File: config.mk
export PLATFORM = sky130hd
export DESIGN_NAME = cpl_sorter
export DESIGN_NICKNAME = d
export VERILOG_FILES = /design/src/rtl/cpl_sorter.sv
export SDC_FILE = /design/constraint.sdc
export NUM_CORES = 1
export LEC_CHECK = 0
export BUFFER_PORTS_ARGS = -buffer_cell sky130_fd_sc_hd__buf_2
export CAP_MARGIN = 30
export CORE_MARGIN = 5
export CORE_UTILIZATION = 43
export CTS_CLUSTER_SIZE = 10
export DETAILED_ROUTE_END_ITERATION = 12
export PLACE_DENSITY = 0.64
export REMOVE_ABC_BUFFERS = 1
export SYNTH_ARGS = -nofsm -noshare
export SYNTH_HDL_FRONTEND = slang
export SYNTH_SLANG_ARGS = --single-unit
File: constraint.sdc
create_clock -name clk -period 8.7 [get_ports clk]
set_input_delay 1.74 -clock clk [delete_from_list [all_inputs] [get_ports clk]]
set_output_delay 1.74 -clock clk [all_outputs]
set_load 0.02 [all_outputs]
File: src/rtl/cpl_sorter.sv
module cpl_sorter #(
  parameter int RING_DEPTH = 16,
  parameter int NTAGS      = 16,
  parameter int CNT_W      = 16
) (
  input  logic                          clk,
  input  logic                          rst_n,
  input  logic                          scrub_en,
  input  logic                          issue_vld,
  input  logic [7:0]                    issue_tag,
  input  logic [7:0]                    issue_op,
  output logic                          ring_rd,
  output logic [$clog2(RING_DEPTH)-1:0] ring_addr,
  input  logic [31:0]                   ring_data,
  output logic                          done_vld,
  output logic [7:0]                    done_tag,
  output logic [2:0]                    done_res,
  output logic                          retry_vld,
  output logic [7:0]                    retry_tag,
  output logic [7:0]                    retry_op,
  output logic                          proto_err,
  output logic [CNT_W-1:0]              cnt_crc,
  output logic [CNT_W-1:0]              cnt_hard,
  output logic [CNT_W-1:0]              cnt_soft,
  output logic [CNT_W-1:0]              cnt_rd_fail,
  output logic [CNT_W-1:0]              cnt_wr_fail,
  output logic [CNT_W-1:0]              cnt_dis_fail,
  output logic [CNT_W-1:0]              cnt_retry
);
  localparam int IDX_W = $clog2(RING_DEPTH);
  localparam int TAG_W = $clog2(NTAGS);
  localparam logic [7:0] OP_DIS = 8'h70;
  localparam logic [7:0] OP_WR  = 8'h80;
  localparam logic [7:0] OP_RD  = 8'hC0;
  localparam logic [7:0] OP_RCN = 8'hE0;
  localparam logic [CNT_W-1:0] ONE = 1;

  logic             phase;
  logic [IDX_W-1:0] idx;
  logic [15:0]      exp_cnt;
  logic [7:0]       op_tab [NTAGS];
  logic [NTAGS-1:0] rec_vld;

  logic [7:0]       st, tg, op;
  logic [15:0]      seq;
  logic [TAG_W-1:0] ti, it;
  logic             hit, tag_ok, take, issue_ok, bad;
  logic             want_retry, f_rd, f_wr, f_dis;
  logic [2:0]       res;

  assign st       = ring_data[7:0];
  assign tg       = ring_data[15:8];
  assign seq      = ring_data[31:16];
  assign ti       = tg[TAG_W-1:0];
  assign it       = issue_tag[TAG_W-1:0];
  assign issue_ok = issue_vld && ((issue_tag >> TAG_W) == 8'd0);
  assign tag_ok   = ((tg >> TAG_W) == 8'd0) && rec_vld[ti];
  assign op       = op_tab[ti];
  assign hit      = phase && !proto_err && (seq == exp_cnt);
  assign take     = hit && tag_ok;
  assign bad      = st[0] | st[1];

  assign ring_rd   = !phase && !proto_err;
  assign ring_addr = idx;
  assign retry_op  = OP_RCN;

  always_comb begin
    res        = 3'b000;
    want_retry = 1'b0;
    f_rd       = 1'b0;
    f_wr       = 1'b0;
    f_dis      = 1'b0;
    case (op)
      OP_RD: begin
        if (bad && scrub_en) want_retry = 1'b1;
        else if (bad || st[3]) begin res = 3'b010; f_rd = 1'b1; end
      end
      OP_RCN: if (bad) begin res = 3'b010; f_rd = 1'b1; end
      OP_WR:  if (st != 8'd0) begin res = 3'b010; f_wr = 1'b1; end
      OP_DIS: if (st != 8'd0) begin res = 3'b010; f_dis = 1'b1; end
      default: if (st != 8'd0) res = 3'b001;
    endcase
  end

  always_ff @(posedge clk) begin
    if (issue_ok) op_tab[it] <= issue_op;
  end

  always_ff @(posedge clk) begin
    if (!rst_n) begin
      phase        <= 1'b0;
      idx          <= '0;
      exp_cnt      <= 16'd0;
      rec_vld      <= '0;
      proto_err    <= 1'b0;
      done_vld     <= 1'b0;
      done_tag     <= 8'd0;
      done_res     <= 3'b000;
      retry_vld    <= 1'b0;
      retry_tag    <= 8'd0;
      cnt_crc      <= '0;
      cnt_hard     <= '0;
      cnt_soft     <= '0;
      cnt_rd_fail  <= '0;
      cnt_wr_fail  <= '0;
      cnt_dis_fail <= '0;
      cnt_retry    <= '0;
    end else begin
      done_vld  <= 1'b0;
      retry_vld <= 1'b0;
      if (!proto_err) phase <= !phase;
      if (hit && !tag_ok) proto_err <= 1'b1;
      if (take) begin
        idx          <= idx + IDX_W'(1);
        exp_cnt      <= exp_cnt + 16'd1;
        rec_vld[ti]  <= 1'b0;
        done_vld     <= !want_retry;
        retry_vld    <= want_retry;
        done_tag     <= tg;
        retry_tag    <= tg;
        done_res     <= res;
        if (st[0])      cnt_crc      <= cnt_crc + ONE;
        if (st[1])      cnt_hard     <= cnt_hard + ONE;
        if (st[2])      cnt_soft     <= cnt_soft + ONE;
        if (f_rd)       cnt_rd_fail  <= cnt_rd_fail + ONE;
        if (f_wr)       cnt_wr_fail  <= cnt_wr_fail + ONE;
        if (f_dis)      cnt_dis_fail <= cnt_dis_fail + ONE;
        if (want_retry) cnt_retry    <= cnt_retry + ONE;
      end
      if (issue_ok) rec_vld[it] <= 1'b1;
    end
  end

  AST_SEQ_STEP: assert property (@(posedge clk) disable iff (!rst_n)
    (done_vld || retry_vld) |-> exp_cnt == $past(exp_cnt) + 16'd1);
  AST_IDX_STEP: assert property (@(posedge clk) disable iff (!rst_n)
    (idx != $past(idx)) |-> idx == $past(idx) + IDX_W'(1));
  AST_ONE_STROBE: assert property (@(posedge clk) disable iff (!rst_n)
    !(done_vld && retry_vld));
  AST_RETRY_SCRUB: assert property (@(posedge clk) disable iff (!rst_n)
    retry_vld |-> $past(scrub_en));
  AST_SW_NOT_HW: assert property (@(posedge clk) disable iff (!rst_n)
    (done_vld && done_res[0]) |-> !done_res[1]);
  AST_CRC_STEP: assert property (@(posedge clk) disable iff (!rst_n)
    (cnt_crc != $past(cnt_crc)) |-> cnt_crc == $past(cnt_crc) + ONE);
  AST_ERR_STICKY: assert property (@(posedge clk) disable iff (!rst_n)
    proto_err |=> proto_err);
  AST_ERR_QUIET: assert property (@(posedge clk) disable iff (!rst_n)
    proto_err |=> (!done_vld && !retry_vld && !ring_rd));
endmodule

After elaboration in Yosys (flattened, before gate mapping)

Memory sizes are Yosys's and may differ from the RTL's.
Cells that the tools add are included.

Multiplexer cells: 26
$add $sub $neg: 9
Eq/ne operators: 5
Reduce and logical (&&, ||, !) cells: 27
Bitwise logic cells: 4
Order comparisons: 4

Operators by type and width:

| operator              | count |
|---|---|
| $add 16x1->16 const B | 8 |
| $mux 16               | 3 |
| $eq 8x8->1 const B    | 3 |
| $and 16x16->16        | 1 |
| $eq 16x16->1          | 1 |
| $logic_not 8->1       | 2 |
| $not 16->16           | 1 |
| $or 16x16->16         | 1 |
| $reduce_and 2->1      | 8 |
| $mux 1                | 14 |
| $logic_and 1x1->1     | 10 |
| $lt 4x5->1 const B    | 2 |
| $pmux 3 s3            | 1 |
| $demux 1 s4           | 2 |
| $eq 8x7->1 const B    | 1 |
| $ge 4x1->1 const B    | 2 |
| $mux 2                | 4 |
| $reduce_bool 8->1     | 1 |
| $add 4x1->4 const B   | 1 |
| $bmux 1 s4            | 1 |
| $logic_not 1->1       | 4 |
| $pmux 1 s2            | 1 |
| $reduce_or 2->1       | 1 |
| $logic_or 1x1->1      | 1 |
| $or 1x1->1            | 1 |

Memories kept: 1
Output and inout bits: 147
Word-level logic and storage cells: 92
Register bits: 163
Input bits: 52
Memory bits (writable): 128

Memories:

| memory | depth | bits a word | rd ports | clocked after Yosys merged registers in | wr ports | RTL line | source |
|---|---|---|---|---|---|---|---|
| op_tab | 16    | 8           | 1        | 0                                       | 1        | 41       | `logic [7:0] op_tab [NTAGS];` |

Longest topological paths before layout

Gate-level depths: netlist of the first run.

Depth in word-level cells: 10
Depth in mapped cells: 12
Gate-level depth less buffers: 7

Worst setup path after synthesis of the first run

Ideal clock, no wire load.

Path kind: in2reg
From: input ring_data[8]
To: register cnt_retry[10]
Data required time: 8.630 ns
Buffers on the path: 3
Stages on the path: 10
Arrival: 4.196 ns
Setup slack: 4.433 ns
Library setup time: 0.070 ns
Path through: buf_6 > buf_6 > mux4_2 > a22o_1 > nor2_8 > nand4_2 > a2111o_1 > buf_2 > or3_1 > a21oi_1

Longest elaborated chain between the ends: 5

Ends and longest elaborated chain:

| element                                              | RTL line | source |
|---|---|---|
| start, declared                                      | 14       | `input logic [31:0] ring_data,` |
| branches (longest 4 deep; another with $mem_v2 16x8) | n/a      |  |
| $reduce_and 2->1 (no line) *                         | n/a      |  |
| end signal, assigned                                 | 128      | `if (want_retry) cnt_retry <= cnt_retry + ONE;` |
| end, declared                                        | 28       | `output logic [CNT_W-1:0] cnt_retry` |

Mark *: on every way between the ends. The select of a mux whose other input is x is not followed.
A chain may end at the register's enable or synchronous reset.

Worst setup path in the final report of the first run

From: input ring_data[8]
To: register cnt_retry[7]

Same word-level chain as after synthesis.

==> results of run 1 <==
## cell usage in the layout (no fill, tap or decap), types with 6 or more instances in the layout
cell / n
nand3_1: 42
ha_1: 9
clkbuf_1: 15
nor3_1: 38
dfxtp_1: 162
o21ai_0: 35
or4_1: 14
and4_1: 8
conb_1: 9
nand2b_1: 41
mux2i_1: 43
inv_1: 37
xnor2_1: 42
a21oi_1: 50
and2_1: 17
buf_4: 6
edfxtp_1: 128
and3_1: 28
buf_2: 190
clkbuf_16: 38
nand2_1: 116
o31ai_1: 8
xor2_1: 37
nor4_1: 26
nor2_1: 92
mux4_2: 15
nand4_1: 49
or3_1: 19
## state kept, by name (all words and copies together) (netlist names), 16 cells and up
signal,cells
cnt_rd_fail,16
cnt_retry,16
cnt_wr_fail,16
cnt_soft,16
rec_vld,16
op_tab,128
exp_cnt,16
cnt_crc,16
cnt_hard,16
cnt_dis_fail,16
## worst paths after layout
kind / end / cells past startpoint / start / slack (ps)
setup / recovery: cnt_retry[7] / 8 / ring_data[8] / 3990
hold / removal: done_res[0] / 2 / done_res[0] / 470
setup reg to reg: cnt_retry[7] / 6 / op_tab[0][0] / 5420
hold reg to reg: done_res[0] / 2 / done_res[0] / 470
## worst max-delay path, stage by stage
cell and delay, ps:
buf_2 620, mux4_1 650, a22o_1 320, nor2_8 150, nand4_2 160, a2111o_1 710, or4_1 590, a21oi_1 170
## cell type report
| type | instances | area share, % |
|---|---|---|
| well taps | 390 | 3.24 |
| repair buffers | 196 | 6.60 |
| multi-input cells | 806 | 35.0 |
| flip-flops and latches | 290 | 47.0 |
| clock inverters | 3 | 0.149 |
| clock buffers | 57 | 7.04 |
| inverters | 38 | 0.962 |
## metal layers
layer,vias to the layer above,track usage (%)
met4,2,3.99
met1,4672,24.6
li1,4649,-
met2,277,30.0
met3,40,2.99
met5,-,0
## metrics by stage
stage / total power, mW / setup WS, ps / cells / instance area (sq um)
after floorplan: 1.51 / 4500 / 1134 / 12500
after detailed placement: 1.56 / 3450 / 1720 / 14000
after global placement: 1.56 / 3510 / 1718 / 14000
after global routing: 2.99 / 3700 / 1780 / 15100
final: 2.89 / 3990 / 1780 / 15100
after CTS: 2.93 / 3960 / 1780 / 15100
## power breakdown
part | total, mW | switching (mW) | internal [mW]
clock network | 1.36 | 0.528 | 0.833
logic | 0.109 | 0.0744 | 0.0342
registers | 1.42 | 0.000743 | 1.42
total | 2.89 | 0.603 | 2.29
## logic make-up after synthesis
family | share of synthesized area (%)
adders and majority gates | 0.875
xor gates and xnor gates | 5.38
other | 0.0584
AOI/OAI and AO/OA | 6.90
DFF | 55.1
and+or+nand+nor | 20.6
muxes | 7.08
buffers and inverters | 4.07
==> impl_metrics.py, run 1 <==
metrics = {
    "timing": {
        "holdWs_ps": 472,
        "setup_tns_ps": 0,
        "tightest_slew_ps": 992,
        "max_slew_margin_pct": 33.6,
        "finalHoldViolCount": 0,
        "fmaxAchievable_mhz": 212,
        "finalMaxSlewViolations": 0,
        "final.min_clock_period_ps": 4710,
        "finalCritPeriodShare_pct": 54.2,
        "finalSetupViolCount": 0,
        "fin_worst_skew_ps": 16.2,
        "rsz0062_at_grt": "no",
    },
    "route": {
        "drt-met1-wl_um": 13700,
        "post_drt_via_cell_ratio": 5.42,
        "met2_length_um": 15000,
        "dr_wl_met3_um": 1990,
        "vias": 9640,
        "finalWirelength_um": 31100,
        "postRouteAntennaNets": 0,
        "dr.pass1.iters": 6,
        "drt_iter0_markers": 687,
        "routedWlPerCell_um": 17.5,
        "drc_errors": 0,
        "highest_layer": "met5",
    },
    "synth": {
        "ys_warn_count": 0,
        "synth_top_area_cell": "edfxtp_1",
        "synth_top_flop_cell": "dfxtp_1",
        "synth_seq_area_share_pct": 55.1,
        "synth_cells": 1195,
        "yosysMostFrequentCell": "dfxtp_1",
        "synthTopCellsByArea": "edfxtp_1 30%, dfxtp_1 25%, nand2_1 3.4%, mux2i_1 3.3%, xnor2_1 2.9%",
        "async_flop_share_pct": 0,
        "synth_seq_cells": 290,
        "syn_area_sq_um": 12900,
        "synth_common_cells": "162 x dfxtp_1, 128 x edfxtp_1, 116 x nand2_1",
        "synth_top_area_share_pct": 29.9,
        "synth-edff-count": 128,
        "synth_cell_types": 65,
        "avgSynthCellArea_sq_um": 10.8,
    },
    "placement": {
        "dpl.hpwl_um": 21700,
        "routabilityCongestion": 0.807,
        "port_buffers": 189,
    },
    "worst_setup_path": {
        "cp-start-kind": "input pin",
        "end_kind": "flip-flop",
        "worst-setup-path-type": "in2reg",
        "cp.required_ps": 9120,
        "crit_fanout": 28,
        "arrival_ps": 5130,
    },
    "layout": {
        "multi_input_area_sq_um": 5280,
        "area_growth_syn_to_layout_pct": 17.2,
        "seq_area_sq_um": 7090,
        "drive_above_1_share_pct": 19.6,
        "final_nets": 1429,
        "insertedDiodeCount": 0,
        "finish.utilization_pct": 51.0,
        "fillers": 2715,
    },
    "clock_tree": {
        "cts-root-buf": "clkbuf_16",
        "cts_buffers": 36,
        "clk_pin_slew_ps": 60,
        "ctsHoldBuffers": 0,
        "cts_max_path_buffers": 3,
        "cts_resized": 0,
        "postCtsSetupRepairBufs": 0,
        "cts_tree": "yes",
        "htree_levels": 2,
        "cts_num_sinks": 290,
        "clkLatencyLatePin_ps": 500,
    },
    "grt": {
        "grt_pass1_vias": 8905,
        "grt_pass1_wl_um": 48600,
        "overflow": 0,
        "antenna_found_initial": 1,
        "track_usage_pct": 17.9,
        "grt_max_degree": 79,
    },
    "floorplanning": {
        "ios": 199,
        "die_y_um": 183,
        "fp.dieW_um": 183,
        "die_area_sq_um": 33500,
        "start_util_pct": 43.5,
        "rows": 63,
        "coreArea_sq_um": 29600,
    },
    "pwr": {
        "powerDensity_nw_per_um2": 192,
        "ir_drop_v": 0.000160,
        "p_leak_nw": 5.91,
    },
    "outcome": {
        "status": "finished clean",
    },
    "worst_hold_path": {
        "hold_path_class": "reg2reg",
    },
    "job": {
        "cap_violations": 0,
    },
}
Note: power is estimated with default switching activity, not from simulation.
==> run 2: changes to the inputs <==
- PLACE_DENSITY: 0.64 -> 0.67
- clock period: 8.7 -> 4.1 ns (I/O delays scaled with it)
==> run 2 against run 1 <==
Net effect: critical path depth did not move; clock skew barely moved; sequential power rose by 110%; via count rose by 0.61%; clock-buffer cell count fell by 1; sequential cell count did not move; global-route usage rose by 0.26 points.
==> impl_metrics.py, run 2 (same netlist as run 1, synthesis figures left out) <==
metrics = {
    "timing": {
        "finalCritPeriodShare_pct": 86.1,
        "tightest_slew_ps": 930,
        "worst_slack_ps": 570,
        "rsz0062_at_grt": "no",
        "setup_tns_ps": 0,
        "max_slew_margin_pct": 37.8,
        "finalSetupViolCount": 0,
        "final.min_clock_period_ps": 3530,
        "fin_worst_skew_ps": 16.2,
        "finalHoldViolCount": 0,
        "finalMaxSlewViolations": 0,
        "fmaxAchievable_mhz": 283,
    },
    "route": {
        "met2_length_um": 14700,
        "post_drt_via_cell_ratio": 5.42,
        "drc_errors": 0,
        "drt-met1-wl_um": 14000,
        "postRouteAntennaNets": 0,
        "highest_layer": "met5",
        "dr.pass1.iters": 5,
        "dr_wl_met3_um": 2250,
        "routedWlPerCell_um": 17.6,
        "vias": 9699,
        "drt_iter0_markers": 675,
        "finalWirelength_um": 31600,
    },
    "worst_setup_path": {
        "arrival_ps": 3960,
        "slowest_delay_ps": 650,
        "worst-setup-path-type": "in2reg",
        "critPathTopFamily": "multiplexers",
        "crit_fanout": 22,
        "reg2reg_from": "op_tab[13][0]",
        "critPathCapture": "cnt_wr_fail[6]",
        "worst-path-buf-inv": 1,
        "critical_path.startpoint": "ring_data[8]",
        "r2r_end": "cnt_retry[11]",
        "r2r_slack_ps": 1090,
        "end_kind": "flip-flop",
        "path_cells": "buf_2 -> mux4_1 -> mux4_2 -> nor2b_2 -> nand4_2 -> a2111o_1 -> or3_1 -> a21oi_1",
        "cp.required_ps": 4530,
        "worst-path-stages": 8,
        "worstRegToRegCells": 8,
        "cp-start-kind": "input pin",
        "cpMaxStageDelayCell": "mux4_1",
    },
    "clock_tree": {
        "cts-root-buf": "clkbuf_16",
        "ctsHoldBuffers": 0,
        "clk_pin_slew_ps": 50,
        "htree_levels": 2,
        "postCtsSetupRepairBufs": 0,
        "clkLatencyLatePin_ps": 510,
        "cts_tree": "yes",
        "cts_num_sinks": 290,
        "cts_resized": 0,
        "cts_buffers": 35,
        "cts_max_path_buffers": 3,
    },
    "floorplanning": {
        "ios": 199,
        "rows": 63,
        "fp.dieW_um": 183,
        "die_y_um": 183,
        "coreArea_sq_um": 29600,
        "die_area_sq_um": 33500,
        "start_util_pct": 43.5,
    },
    "pwr": {
        "p_int_mw": 4.75,
        "powerDensity_nw_per_um2": 398,
        "switchingPower_mw": 1.28,
        "p_seq_share_pct": 50.1,
        "ir_drop_v": 0.000284,
        "swShare_pct": 21.2,
        "pwr-share-comb_pct": 4.0,
        "clkPwrFrac_pct": 46.0,
        "power_mw": 6.04,
        "p_leak_nw": 5.95,
    },
    "layout": {
        "layout_commonest_cell": "buf_2",
        "largest_register_ffs": 128,
        "finish.utilization_pct": 51.3,
        "insertedDiodeCount": 0,
        "regMostFlops": "op_tab",
        "fillers": 2695,
        "seq_area_sq_um": 7090,
        "area_growth_syn_to_layout_pct": 17.8,
        "drive_above_1_share_pct": 20.0,
        "multi_input_area_sq_um": 5280,
        "final_nets": 1440,
        "most-common-layout-cells": "189 x buf_2, 162 x dfxtp_1, 128 x edfxtp_1, 116 x nand2_1, 92 x nor2_1",
        "final_area_sq_um": 15200,
    },
    "grt": {
        "track_usage_pct": 18.1,
        "antenna_found_initial": 1,
        "overflow": 0,
        "grt_max_degree": 101,
        "grt_pass1_vias": 9399,
        "grt_pass1_wl_um": 49500,
    },
    "placement": {
        "routabilityCongestion": 0.849,
        "post-place-ws_ps": 55.9,
        "placed_area_sq_um": 14100,
        "dpl.hpwl_um": 22200,
        "port_buffers": 189,
    },
    "outcome": {
        "status": "finished clean",
    },
    "job": {
        "cap_violations": 0,
    },
    "worst_hold_path": {
        "hold_path_class": "reg2reg",
    },
}
==> run 2: cell type report <==
class                           instances  area share, %
Tap cell                              390           3.22
Timing Repair Buffer                  208           7.51
Inverter                               38          0.949
Clock buffer                           56           6.57
Multi-Input combinational cell        806           34.8
Clock inverter                          2          0.165
Sequential cell                       290           46.8
==> run 2: worst min-delay path by stage <==
stage           startpoint           to  slack (ps)  cells after the start
2_1_floorplan   rec_vld[3]   rec_vld[3]         450                      2
3_3_place_gp   done_res[0]  done_res[0]         440                      2
3_5_place_dp   done_res[0]  done_res[0]         450                      2
4_1_cts        done_res[0]  done_res[0]         460                      2
5_1_grt        done_res[0]  done_res[0]         500                      2
6_report       done_res[0]  done_res[0]         450                      2
==> run 2: power groups by stage <==
stage          clock [mW]  sequential [mW]  combinational, mW
6_report             2.77             3.02              0.240
5_1_grt              2.97             3.02              0.260
4_1_cts              2.84             3.02              0.241
3_5_place_dp            0             3.08              0.240
3_3_place_gp            0             3.08              0.237
2_1_floorplan           0             3.08              0.114
==> run 2: per-layer routing <==
metal	vias to the layer above	GRT usage, %
li1	4677	-
met1	4669	24.9
met2	306	29.8
met3	45	3.53
met4	2	4.59
met5	-	0
==> run 2: worst min-delay path, delay by kind of cell (launching register included) <==
kind / cells / cell delay (ps)
DFF: 1 / 300
and+or+nand+nor: 1 / 50
AOI/OAI and AO/OA: 1 / 50
==> run 2: per-stage QoR <==
stage               hold WS (ps)  cells
detailed placement           448   1732
global route                 500   1790
CTS                          456   1790
finish                       453   1790
global placement             445   1732
floorplan                    450   1134
==> run 3: changes to the inputs <==
- CAP_MARGIN: 30 -> 20
- CELL_PAD_IN_SITES_DETAIL_PLACEMENT: unset -> 2
- CELL_PAD_IN_SITES_GLOBAL_PLACEMENT: unset -> 2
- CORE_ASPECT_RATIO: unset -> 0.6
- CORE_UTILIZATION: 43 -> 33
- PLACE_DENSITY: 0.67 -> 0.77
==> run 3 against run 2 <==
Net effect: clock-buffer cell count down 1; routed wire length increased by 41%; register-to-register slack worse by 200 ps; non-clock buffer count up 16; combinational power up 14%; first-iteration DRC count is 6.7% lower; cell count up 8.4%; worst hold slack gained 30 ps; clock skew is 15 ps higher; die area rose by 29%; largest cell class unchanged; largest power group unchanged.
==> impl_metrics.py, run 3 (same netlist as run 1, synthesis figures left out) <==
metrics = {
    "timing": {
        "finalSetupViolCount": 0,
        "fin_worst_skew_ps": 31.6,
        "tightest_slew_ps": 1050,
        "finalCritPeriodShare_pct": 85.9,
        "rsz0062_at_grt": "no",
        "fmaxAchievable_mhz": 284,
        "setup_tns_ps": 0,
        "max_slew_margin_pct": 29.8,
        "finalHoldViolCount": 0,
        "finalMaxSlewViolations": 0,
        "final.min_clock_period_ps": 3520,
    },
    "route": {
        "drt_iter0_markers": 630,
        "dr.pass1.iters": 5,
        "routedWlPerCell_um": 23.0,
        "finalWirelength_um": 44600,
        "drc_errors": 0,
        "post_drt_via_cell_ratio": 5.29,
        "postRouteAntennaNets": 0,
        "vias": 10300,
    },
    "pwr": {
        "ir_drop_v": 0.000263,
        "p_leak_nw": 6.02,
        "powerDensity_nw_per_um2": 400,
    },
    "placement": {
        "routabilityCongestion": 0.840,
        "dpl.hpwl_um": 32300,
        "port_buffers": 189,
        "placed_cells": 1879,
    },
    "clock_tree": {
        "clkLatencyLatePin_ps": 560,
        "cts-root-buf": "clkbuf_16",
        "cts_resized": 0,
        "cts_max_path_buffers": 3,
        "cts_buffers": 35,
        "cts_tree": "yes",
        "postCtsSetupRepairBufs": 0,
        "cts_num_sinks": 290,
        "clk_pin_slew_ps": 60,
        "ctsHoldBuffers": 0,
        "htree_levels": 2,
    },
    "floorplanning": {
        "die_y_um": 163,
        "rows": 56,
        "fp.dieW_um": 265,
        "coreArea_sq_um": 38700,
        "die_area_sq_um": 43200,
        "ios": 199,
        "start_util_pct": 33.2,
    },
    "layout": {
        "area_growth_syn_to_layout_pct": 20.2,
        "instances_no_fill": 1940,
        "most-common-layout-cells": "189 x buf_2, 162 x dfxtp_1, 128 x edfxtp_1, 116 x nand2_1, 92 x nor2_1",
        "drive_above_1_share_pct": 20.8,
        "multi_input_area_sq_um": 5280,
        "fillers": 4147,
        "final_nets": 1456,
        "regMostFlops": "op_tab",
        "layout_commonest_cell": "buf_2",
        "seq_area_sq_um": 7090,
        "largest_register_ffs": 128,
    },
    "worst_setup_path": {
        "crit_fanout": 21,
        "arrival_ps": 3970,
        "worst-setup-path-type": "in2reg",
        "cp-start-kind": "input pin",
        "cp.required_ps": 4550,
        "end_kind": "flip-flop",
    },
    "grt": {
        "grt_pass1_wl_um": 68500,
        "overflow": 0,
        "antenna_found_initial": 1,
        "grt_max_degree": 85,
        "grt_pass1_vias": 11100,
        "track_usage_pct": 20.3,
    },
    "worst_hold_path": {
        "hold_path_class": "reg2reg",
    },
    "job": {
        "cap_violations": 0,
    },
    "outcome": {
        "status": "finished clean",
    },
}
run 3: cell count changes in the layout (fill, tap and decap cells not counted), sizes merged:
cell	delta
buf	+16
inv	+2
clkbuf	-1
diode	+1
run 3: final timing paths:
check	start	slack, ps	end	cells past startpoint
worst max register to register	op_tab[13][0]	890	cnt_retry[7]	8
worst min register to register	cnt_retry[2]	480	cnt_retry[2]	2
worst max-delay path	ring_data[8]	580	cnt_retry[7]	9
worst min-delay path	cnt_retry[2]	480	cnt_retry[2]	2
run 3: routing by layer:
metal	vias to the layer above	wire (um)	track usage (%)	share of wire, %
met3	51	1750	3.26	3.9
met5	-	0	0	0
met4	0	807	4.28	1.8
met1	5292	21100	28.8	47
li1	4715	-	-	-
met2	205	20900	33.1	47
run 3: final cells by class:
class                           instances  area share (%)
Sequential cell                       290            45.8
Antenna cell                            1          0.0162
Multi-Input combinational cell        806            34.1
Clock inverter                          4           0.558
Inverter                               38           0.938
Timing Repair Buffer                  224            8.16
Clock buffer                           55            6.15
Tap cell                              522            4.22
run 3: worst max-delay path, stage by stage:
cell      delay, ps
buf_2           500
mux4_1          650
a22o_1          380
nor2_8          180
nand4_2         120
a2111o_1        410
buf_4           210
or4_1           510
a21oi_1         170
run 3: where the power goes:
part | switching [mW] | internal [mW] | total [mW]
clock network | 1.27 | 1.62 | 2.89
logic | 0.189 | 0.0856 | 0.274
registers | 0.00223 | 3.02 | 3.02
total | 1.46 | 4.72 | 6.18
run 3: per-stage QoR:
stage | cell area (sq um) | total power [mW] | util [%] | hold WS (ps) | setup slack [ps]
after global placement | 14400 | 3.34 | 37.2 | 456 | 161
after CTS | 15500 | 6.27 | 39.9 | 485 | 570
after detailed placement | 14400 | 3.36 | 37.2 | 476 | 15.4
after global routing | 15500 | 6.42 | 39.9 | 506 | 455
after floorplan | 12500 | 3.19 | - | 450 | 818
final | 15500 | 6.18 | 39.9 | 483 | 579
